`src/rtl/notch_pkg.sv`:
```
// Shared constants and types for the notch filter: coefficient width,
// register field layout and the packed coefficient pair.
// Assumes a 14-bit coefficient split into two equal halves.
package notch_pkg;
    localparam int COEF_W     = 14;
    localparam int HALF_W     = COEF_W / 2;
    localparam int NUM_FIELDS = 4;
    localparam int REG_W      = 9;
    localparam int FLAG_BIT   = 8;
    localparam int EN_BIT     = 7;

    // Field order within the register window (decoded by offset)
    localparam int FLD_A0_HI = 0;
    localparam int FLD_A0_LO = 1;
    localparam int FLD_A1_HI = 2;
    localparam int FLD_A1_LO = 3;

    typedef struct packed {
        logic signed [COEF_W-1:0] a0;
        logic signed [COEF_W-1:0] a1;
    } coef_t;
endpackage

```
`src/rtl/notch_regs.sv`:
```
// Register window of the notch filter. It holds four staged coefficient
// halves, the active coefficient pair and the enable bit. A write with the
// flag bit set stores its own field and then commits all staged halves.
// Assumes BASE_ADDR + NUM_FIELDS - 1 fits in ADDR_W bits.
module notch_regs
    import notch_pkg::*;
#(
    parameter int ADDR_W    = 7,
    parameter int BASE_ADDR = 27
) (
    input  logic              clk,
    input  logic              rst_n,
    input  logic              wr,
    input  logic [ADDR_W-1:0] addr,
    input  logic [REG_W-1:0]  wdata,
    output coef_t             active,
    output logic              enable
);
    localparam int SEL_W = $clog2(NUM_FIELDS);

    logic [ADDR_W-1:0] offset;
    logic              hit;
    logic [SEL_W-1:0]  sel;
    logic [HALF_W-1:0] stage_q [NUM_FIELDS];
    logic [HALF_W-1:0] stage_d [NUM_FIELDS];

    // Decode whether this write lands in the coefficient window
    always_comb begin
        offset = addr - ADDR_W'(BASE_ADDR);
        hit    = wr && (offset < ADDR_W'(NUM_FIELDS));
        sel    = offset[SEL_W-1:0];
    end

    // Next staged halves: the addressed field takes the write data
    always_comb begin
        for (int i = 0; i < NUM_FIELDS; i++) begin
            stage_d[i] = (hit && sel == SEL_W'(i)) ? wdata[HALF_W-1:0] : stage_q[i];
        end
    end

    // Stage fields, commit on flag, track enable
    always_ff @(posedge clk) begin
        if (!rst_n) begin
            for (int i = 0; i < NUM_FIELDS; i++) stage_q[i] <= '0;
            active <= '0;
            enable <= 1'b0;
        end else begin
            for (int i = 0; i < NUM_FIELDS; i++) stage_q[i] <= stage_d[i];
            if (hit && wdata[FLAG_BIT]) begin
                active.a0 <= {stage_d[FLD_A0_HI], stage_d[FLD_A0_LO]};
                active.a1 <= {stage_d[FLD_A1_HI], stage_d[FLD_A1_LO]};
            end
            if (hit && sel == SEL_W'(FLD_A0_HI)) enable <= wdata[EN_BIT];
        end
    end
endmodule

```
`src/rtl/notch_core.sv`:
```
// Direct-form-I datapath of the two-coefficient notch filter. It computes
// y = b(x0+x2) + a1(x1-y1) - a0*y2 in fixed point with 2^COEF_W scaling,
// rounds half-up and saturates. In bypass the sample passes through. An
// enable change zeroes the history (taken as zero in the same cycle).
// Assumes coefficients arrive already committed; latency is one clock.
module notch_core
    import notch_pkg::*;
#(
    parameter int DATA_W = 24
) (
    input  logic                     clk,
    input  logic                     rst_n,
    input  logic                     en,
    input  coef_t                    coef,
    input  logic                     in_valid,
    input  logic signed [DATA_W-1:0] in_sample,
    output logic                     out_valid,
    output logic signed [DATA_W-1:0] out_sample
);
    localparam int ACC_W = DATA_W + COEF_W + 8;
    localparam int FRAC  = COEF_W;
    localparam logic signed [ACC_W-1:0] UNITY  = ACC_W'(1) <<< (COEF_W - 1);
    localparam logic signed [ACC_W-1:0] RND    = ACC_W'(1) <<< (FRAC - 1);
    localparam logic signed [ACC_W-1:0] SAT_HI = (ACC_W'(1) <<< (DATA_W - 1)) - ACC_W'(1);
    localparam logic signed [ACC_W-1:0] SAT_LO = -SAT_HI - ACC_W'(1);

    logic signed [DATA_W-1:0] x1_q, x2_q, y1_q, y2_q;
    logic signed [DATA_W-1:0] hx1, hx2, hy1, hy2;
    logic                     en_q, fresh;
    logic signed [ACC_W-1:0]  g0, g1, g2, s02, d1, acc, shifted;
    logic signed [DATA_W-1:0] y_filt;

    // History seen by this cycle: zero right after an enable change
    always_comb begin
        fresh = (en != en_q);
        hx1   = fresh ? '0 : x1_q;
        hx2   = fresh ? '0 : x2_q;
        hy1   = fresh ? '0 : y1_q;
        hy2   = fresh ? '0 : y2_q;
    end

    // Fixed-point difference equation with rounding and clamping
    always_comb begin
        g0      = UNITY - ACC_W'(coef.a0);
        g1      = -(ACC_W'(coef.a1) <<< 2);
        g2      = ACC_W'(coef.a0) <<< 1;
        s02     = ACC_W'(in_sample) + ACC_W'(hx2);
        d1      = ACC_W'(hx1) - ACC_W'(hy1);
        acc     = g0 * s02 + g1 * d1 + g2 * ACC_W'(hy2) + RND;
        shifted = acc >>> FRAC;
        if (shifted > SAT_HI)      y_filt = DATA_W'(SAT_HI);
        else if (shifted < SAT_LO) y_filt = DATA_W'(SAT_LO);
        else                       y_filt = DATA_W'(shifted);
    end

    // Output register: filtered or bypassed sample, valid delayed by one
    always_ff @(posedge clk) begin
        if (!rst_n) begin
            out_valid  <= 1'b0;
            out_sample <= '0;
        end else begin
            out_valid <= in_valid;
            if (in_valid) out_sample <= en ? y_filt : in_sample;
        end
    end

    // Delay line: shift on filtered samples, clear on enable change
    always_ff @(posedge clk) begin
        if (!rst_n) begin
            en_q <= 1'b0;
            x1_q <= '0;
            x2_q <= '0;
            y1_q <= '0;
            y2_q <= '0;
        end else begin
            en_q <= en;
            if (in_valid && en) begin
                x1_q <= in_sample;
                x2_q <= hx1;
                y1_q <= y_filt;
                y2_q <= hy1;
            end else if (fresh) begin
                x1_q <= '0;
                x2_q <= '0;
                y1_q <= '0;
                y2_q <= '0;
            end
        end
    end
endmodule

```
`src/rtl/notch_filter.sv`:
```
// Top of the programmable notch filter: the register window feeding a
// double-buffered coefficient pair into the filter datapath.
// Assumes a single clock domain and synchronous active-low reset.
module notch_filter
    import notch_pkg::*;
#(
    parameter int DATA_W    = 24,
    parameter int ADDR_W    = 7,
    parameter int BASE_ADDR = 27
) (
    input  logic                     clk,
    input  logic                     rst_n,
    input  logic                     reg_wr,
    input  logic [ADDR_W-1:0]        reg_addr,
    input  logic [REG_W-1:0]         reg_wdata,
    input  logic                     in_valid,
    input  logic signed [DATA_W-1:0] in_sample,
    output logic                     out_valid,
    output logic signed [DATA_W-1:0] out_sample
);
    coef_t                    coef_act;
    logic                     filt_en;
    logic signed [COEF_W-1:0] coef_a0, coef_a1;

    // Expose active coefficients as plain signals
    always_comb begin
        coef_a0 = coef_act.a0;
        coef_a1 = coef_act.a1;
    end

    notch_regs #(
        .ADDR_W    (ADDR_W),
        .BASE_ADDR (BASE_ADDR)
    ) u_regs (
        .clk    (clk),
        .rst_n  (rst_n),
        .wr     (reg_wr),
        .addr   (reg_addr),
        .wdata  (reg_wdata),
        .active (coef_act),
        .enable (filt_en)
    );

    notch_core #(
        .DATA_W (DATA_W)
    ) u_core (
        .clk        (clk),
        .rst_n      (rst_n),
        .en         (filt_en),
        .coef       (coef_act),
        .in_valid   (in_valid),
        .in_sample  (in_sample),
        .out_valid  (out_valid),
        .out_sample (out_sample)
    );
endmodule

```
`config.mk`:
```
export PLATFORM = sky130hd
export DESIGN_NAME = notch_filter
export DESIGN_NICKNAME = d
export VERILOG_FILES = /design/src/rtl/notch_pkg.sv /design/src/rtl/notch_regs.sv /design/src/rtl/notch_core.sv /design/src/rtl/notch_filter.sv
export SDC_FILE = /design/constraint.sdc
export NUM_CORES = 2
export LEC_CHECK = 0
export ABC_CLOCK_PERIOD_IN_PS = 31100
export BUFFER_PORTS_ARGS = -buffer_cell sky130_fd_sc_hd__buf_2
export CAP_MARGIN = 10
export CORE_MARGIN = 2
export CORE_UTILIZATION = 60
export CTS_CLUSTER_DIAMETER = 60
export DETAILED_ROUTE_END_ITERATION = 16
export HOLD_SLACK_MARGIN = 0.08
export PLACE_DENSITY = 0.76
export RECOVER_POWER = 50
export SYNTH_ARGS = -nofsm -noshare
export SYNTH_HDL_FRONTEND = slang
export SYNTH_HIERARCHICAL = 1
export SYNTH_SLANG_ARGS = --single-unit
```
`constraint.sdc`:
```
create_clock -name clk -period 31.1 [get_ports clk]
set_clock_uncertainty 0.1 [all_clocks]
set_input_delay 6.22 -clock clk [delete_from_list [all_inputs] [get_ports clk]]
set_output_delay 6.22 -clock clk [all_outputs]
set_load 0.05 [all_outputs]
```
# Yosys cells after proc, flatten, opt, wreduce, memory -nomap -nowiden
# Memory sizes are Yosys's and may differ from the RTL's.
# Cells that the tools add are included.
# totals
wordCells	62
reg_bits	151
out_inout_bits	25
memories	1
ram_bits	28
# mem_list
memory	depth	word_bits	rd	rd_ports_with_merged_regs	wr	line	text
u_regs.stage_q	4	7	4	0	4	notch_regs.sv:24	logic [HALF_W-1:0] stage_q [NUM_FIELDS];
# classes
mul	3
n_mux	21
add_sub_neg	8
eq_ne	4
n_bitwise	4
magnitude_cmp	3
reduce_logical	8
# ops
op	count
$mux W24	11
$add A46 B46 Y46	2
$mul A46 B46 Y46	2
$mux W7	8
$add A46 B15 Y46 const B	1
$neg A16 Y46	1
$mul A14 B24 Y38	1
$gt A32 B24 Y1 const B	1
$lt A32 B24 Y1 const B	1
$add A24 B24 Y25	1
$sub A24 B24 Y25	1
$sub A15 B14 Y16 const A	1
$logic_and A1 B1 Y1	7
$lt A7 B3 Y1 const B	1
$sub A7 B5 Y7 const B	1
$eq A2 B2 Y1 const B	2
$or A1 B1 Y1	4
$eq A2 B1 Y1 const B	1
$logic_not A2 Y1	1
$mux W1	2
$ne A1 B1 Y1	1

# Logic depth before layout (Yosys ltp)
# depth
depth_word	11
depth_mapped	61
mapped_depth_nobuf	57

# Hierarchy
# The synthesis kept the hierarchy.
# by_module_without_submodules
module	area_each_um2	seq_area_each_um2	n_inst	cells_each
notch_core	57322.5	2442.3	1	6401
notch_regs	2265.9	1141.1	1	206

# Least setup slack after synthesis
# OpenSTA, ideal clock, no wires.
# synth_timing
kind	input to register
startpoint	in in_sample[1]
endpoint	reg u_core.out_sample[14]
arrival_time_ns	17.055
path_slack_ns	13.795
required_ns	30.850
setup_time_ns	0.150
path_buffers	2
path_stages	45
cell_sequence	ha_1 a21o_1 a21oi_1 o21bai_1 a21oi_1 o21bai_1 a21oi_1 o21bai_1 a21oi_1 o21bai_1 a21oi_1 o21bai_1 a22oi_1 nand2_1 o21ai_0 clkbuf_1 nand2_1 fa_1 (+9 left out) fa_1 ha_1 ha_1 a22o_1 o31a_1 a22o_1 nor4_4 o21ai_2 a311oi_2 and2b_1 a21o_1 a22oi_1 or4_1 a2111o_1 a21oi_4 buf_8 o31a_2 a2111oi_2
# synth_via
elab_chain_len	9
word_cells_on_any_way	10
cone_classes	add/sub (4); mul (1); order compare (2); mux (3)
# synth_lines
element	line	text
from (decl)	notch_filter.sv:17	input logic signed [DATA_W-1:0] in_sample,
$add A24 B24 Y25 (*)	notch_core.sv:47	s02 = ACC_W'(in_sample) + ACC_W'(hx2);
$mul A46 B46 Y46 (*)	notch_core.sv:49	acc = g0 * s02 + g1 * d1 + g2 * ACC_W'(hy2) + RND;
$add A46 B46 Y46 (*) (2 in series)	notch_core.sv:49	
$add A46 B15 Y46 (*)	notch_core.sv:49	
$lt A32 B24 Y1	notch_core.sv:52	else if (shifted < SAT_LO) y_filt = DATA_W'(SAT_LO);
$mux W24	notch_core.sv:52	
$mux W24 (*)	notch_core.sv:51	if (shifted > SAT_HI) y_filt = DATA_W'(SAT_HI);
$mux W24 (*)	notch_core.sv:63	if (in_valid) out_sample <= en ? y_filt : in_sample;
to (signal assigned)	notch_core.sv:63	
to (decl)	notch_core.sv:18	output logic signed [DATA_W-1:0] out_sample
# Mark *: on every way between the ends. The rest lies on a longest branch, timed or not.
# A chain may end at the register's enable or synchronous reset.

# Worst setup path after layout
# layout_timing
startpoint	in in_sample[1]
endpoint	reg u_core.y1_q[10]
# layout_via
elab_chain_len	9
word_cells_on_any_way	10
cone_classes	add/sub (4); mul (1); order compare (2); mux (3)
# layout_lines
element	line	text
$add A24 B24 Y25 (*)	notch_core.sv:47	
$mul A46 B46 Y46 (*)	notch_core.sv:49	
$add A46 B46 Y46 (*) (2 in series)	notch_core.sv:49	
$add A46 B15 Y46 (*)	notch_core.sv:49	
$lt A32 B24 Y1	notch_core.sv:52	
$mux W24	notch_core.sv:52	
$mux W24 (*)	notch_core.sv:51	
$mux W24 (*)	notch_core.sv:77	if (in_valid && en) begin
to (signal assigned)	notch_core.sv:80	y1_q <= y_filt;
to (decl)	notch_core.sv:27	logic signed [DATA_W-1:0] x1_q, x2_q, y1_q, y2_q;
# Marks and branches as above.

==> flow_summary.json <==
{
  "hpwl_um": 141000,
  "insertion_delay_ns": 0.48,
  "synth_seq_cells": 179,
  "setup_viol": 0,
  "min_path_type": "reg2reg",
  "grt_overflow": 0,
  "crit_path_frequent_cell": "fa_1",
  "rsz0062_at_grt": "false",
  "slowest_stage": "a21oi_4",
  "avgSynthCellArea_um2": 9.02,
  "drive_gt1_share_pct": 4.38,
  "yosysUniqueCellTypes": 93,
  "power.leakage_uw": 0.0298,
  "cts_tree": "built",
  "max-vdd-ir-drop_mv": 0.0503,
  "period_share_pct": 61.0,
  "die_area_um2": 102000,
  "utilization_pct": 62.9,
  "yosys_warnings": 6,
  "powerDensity_nw_per_um2": 22.0,
  "die_x_um": 319,
  "netlist_top_cells_area": "fa_1, inv_1, ha_1",
  "grt_pass1_wl_um": 271000,
  "antenna_found_initial": 9,
  "grt_util_all_layers_pct": 34.8,
  "ant_nets": 0,
  "nNetsFinal": 8365,
  "synth.top_cell.area_share_pct": 50.1,
  "place_inst": 7737,
  "netlist_instances": 6607,
  "tightest_slew_ns": 4.57,
  "instances_no_fill": 7778,
  "gp_congestion": 0.981,
  "slew_viol_final": 210,
  "synthFlopType": "dfxtp_1",
  "slew_headroom_pct": -205,
  "max_stage_delay_ns": 0.81,
  "hold_viol_final": 0,
  "pre_cts_slack_ns": 12.04,
  "num_vias": 44860,
  "htree_num_levels": 4,
  "tns_ns": 0,
  "drc": 0,
  "pin_count": 69,
  "drtIter0Drc": 4533,
  "finalCriticalPeriod_ns": 18.96,
  "cp-end-kind": "register",
  "drt-total-wl_um": 169000,
  "portBuffers": 68,
  "reg2reg_slack_ns": 12.77,
  "synth_edf_count": 0,
  "routed_via_density": 5.77,
  "n_fill_cell": 8141,
  "violations": "capacitance limit, slew limit",
  "max-cap-violations": 3,
  "startpoint_type": "input port",
  "arrival_ns": 19.04,
  "yosysMostFrequentCell": "inv_1",
  "clock-root-buffer": "clkbuf_16",
  "async_reset_ff_share_pct": 0,
  "grt_pass1_vias": 47793,
  "grt_max_degree": 85,
  "path_max_fanout": 27,
  "status": "finished, violations left",
  "synth_top_area_cell": "fa_1",
  "clk_pin_slew_ns": 0.08,
  "cts_setup_buffers": 0,
  "ys_seq_area_share_pct": 6.01,
  "holdBufCountCts": 0,
  "wire_per_inst_um": 21.8,
  "die_h_um": 319,
  "netlist_area_um2": 59600,
  "worstSetupPathType": "in2reg",
  "area_growth_pct": 3.96,
  "dr.pass1.iters": 6,
  "timing.final.ws_setup_ns": 12.14,
  "clkSinkCount": 179,
  "synth_common_cells": "inv_1, fa_1, nand2_1",
  "cts_resized": 0,
  "start_util_pct": 60.5,
  "cts_buffers": 17,
  "coreArea_um2": 98400,
  "max_freq_ghz": 0.0527,
  "worstPathRequired_ns": 31.18,
  "syn_nets": 8503,
  "cts.path.max_buffers": 2,
  "fp-row-count": 115
}
cells in the final DEF (no fill, tap or decap), types with 33 or more instances in the layout:
cell type / Yosys / final
xnor2_1: 140 / 119
and2_1: 195 / 194
dfxtp_1: 179 / 179
a21oi_1: 162 / 161
nand2b_1: 103 / 103
nand3_1: 33 / 33
buf_2: 6 / 42
buf_4: 2 / 104
ha_1: 360 / 360
nor2_1: 322 / 320
nor2b_1: 67 / 67
and3_1: 177 / 177
inv_1: 1502 / 1502
mux2i_1: 63 / 63
o21ai_0: 57 / 61
xor2_1: 56 / 43
nand2_1: 1073 / 1073
fa_1: 1492 / 1492
power breakdown:
group | internal (uW) | switching [uW] | total, uW
sequential | 232 | 2.83 | 235
combinational | 324 | 578 | 902
clock | 110 | 117 | 227
total | 666 | 697 | 1360
layer usage:
layer  global-route usage [%]  routed length, um
met1                     47.2              64100
met2                     52.4              75600
met3                     8.71              19700
met4                     17.2               9940
met5                        0                 14
worst max-delay path: cells and delay by family:
kind	cells	cell delay, ns
compound gates	24	5.63
fa+ha+maj	11	5.05
simple gates	6	1.52
buf+inv	5	0.57
cell type report:
cell class / count / area (um^2) / share of cell area (%)
Tap cell: 1287 / 1610 / 2.60
Multi-Input combinational cell: 4589 / 49400 / 79.7
Antenna cell: 9 / 22.5 / 0.0364
Inverter: 1506 / 5650 / 9.13
Timing Repair Buffer: 176 / 1100 / 1.78
Clock buffer: 17 / 425 / 0.687
Sequential cell: 179 / 3580 / 5.78
Clock inverter: 15 / 198 / 0.319
path summary, 6_finish.rpt:
check                                        to  cells past startpoint       startpoint
worst min register to register  u_core/y2_q[21]                      2  u_core/y1_q[21]
worst max-delay path            u_core/y1_q[10]                     46     in_sample[1]
worst max register to register  u_core/y1_q[10]                     54    u_regs/enable
worst min-delay path            u_core/y2_q[21]                      2  u_core/y1_q[21]
stage by stage:
step	hold slack (ns)	total power, uW	cell area (um^2)
floorplan	0.344	836	59600
detailed placement	0.369	1120	61400
finish	0.387	1360	61900
global placement	0.363	1110	61400
global route	0.399	1460	61900
CTS	0.382	1360	62000
sequential cells by signal (all words and copies together), names as in the netlist:
signal / flops
u_regs/stage_q: 28
u_core/y1_q: 24
u_core/y2_q: 24
u_regs/active: 28
u_core/x2_q: 24
u_regs/enable: 1
u_core/en_q: 1
u_core/out_valid: 1
u_core/x1_q: 24
u_core/out_sample: 24
cells by family (layout without fill, tap and decap cells):
| group | count (synthesis) | count (layout) | share of synthesized area (%) |
|---|---|---|---|
| buffers and inverters | 1839 | 1714 | 11.7 |
| adder cells (fa/ha/maj) | 1852 | 1852 | 57.7 |
| multiplexers | 63 | 63 | 1.06 |
| flip-flops | 179 | 179 | 6.01 |
| AO/OA/AOI/OAI | 423 | 423 | 4.74 |
| XOR/XNOR | 201 | 201 | 3.04 |
| AND/OR/NAND/NOR | 2050 | 2050 | 15.8 |
| other | 0 | 9 | 0 |
No activity file was read; power rests on OpenSTA's default activity.
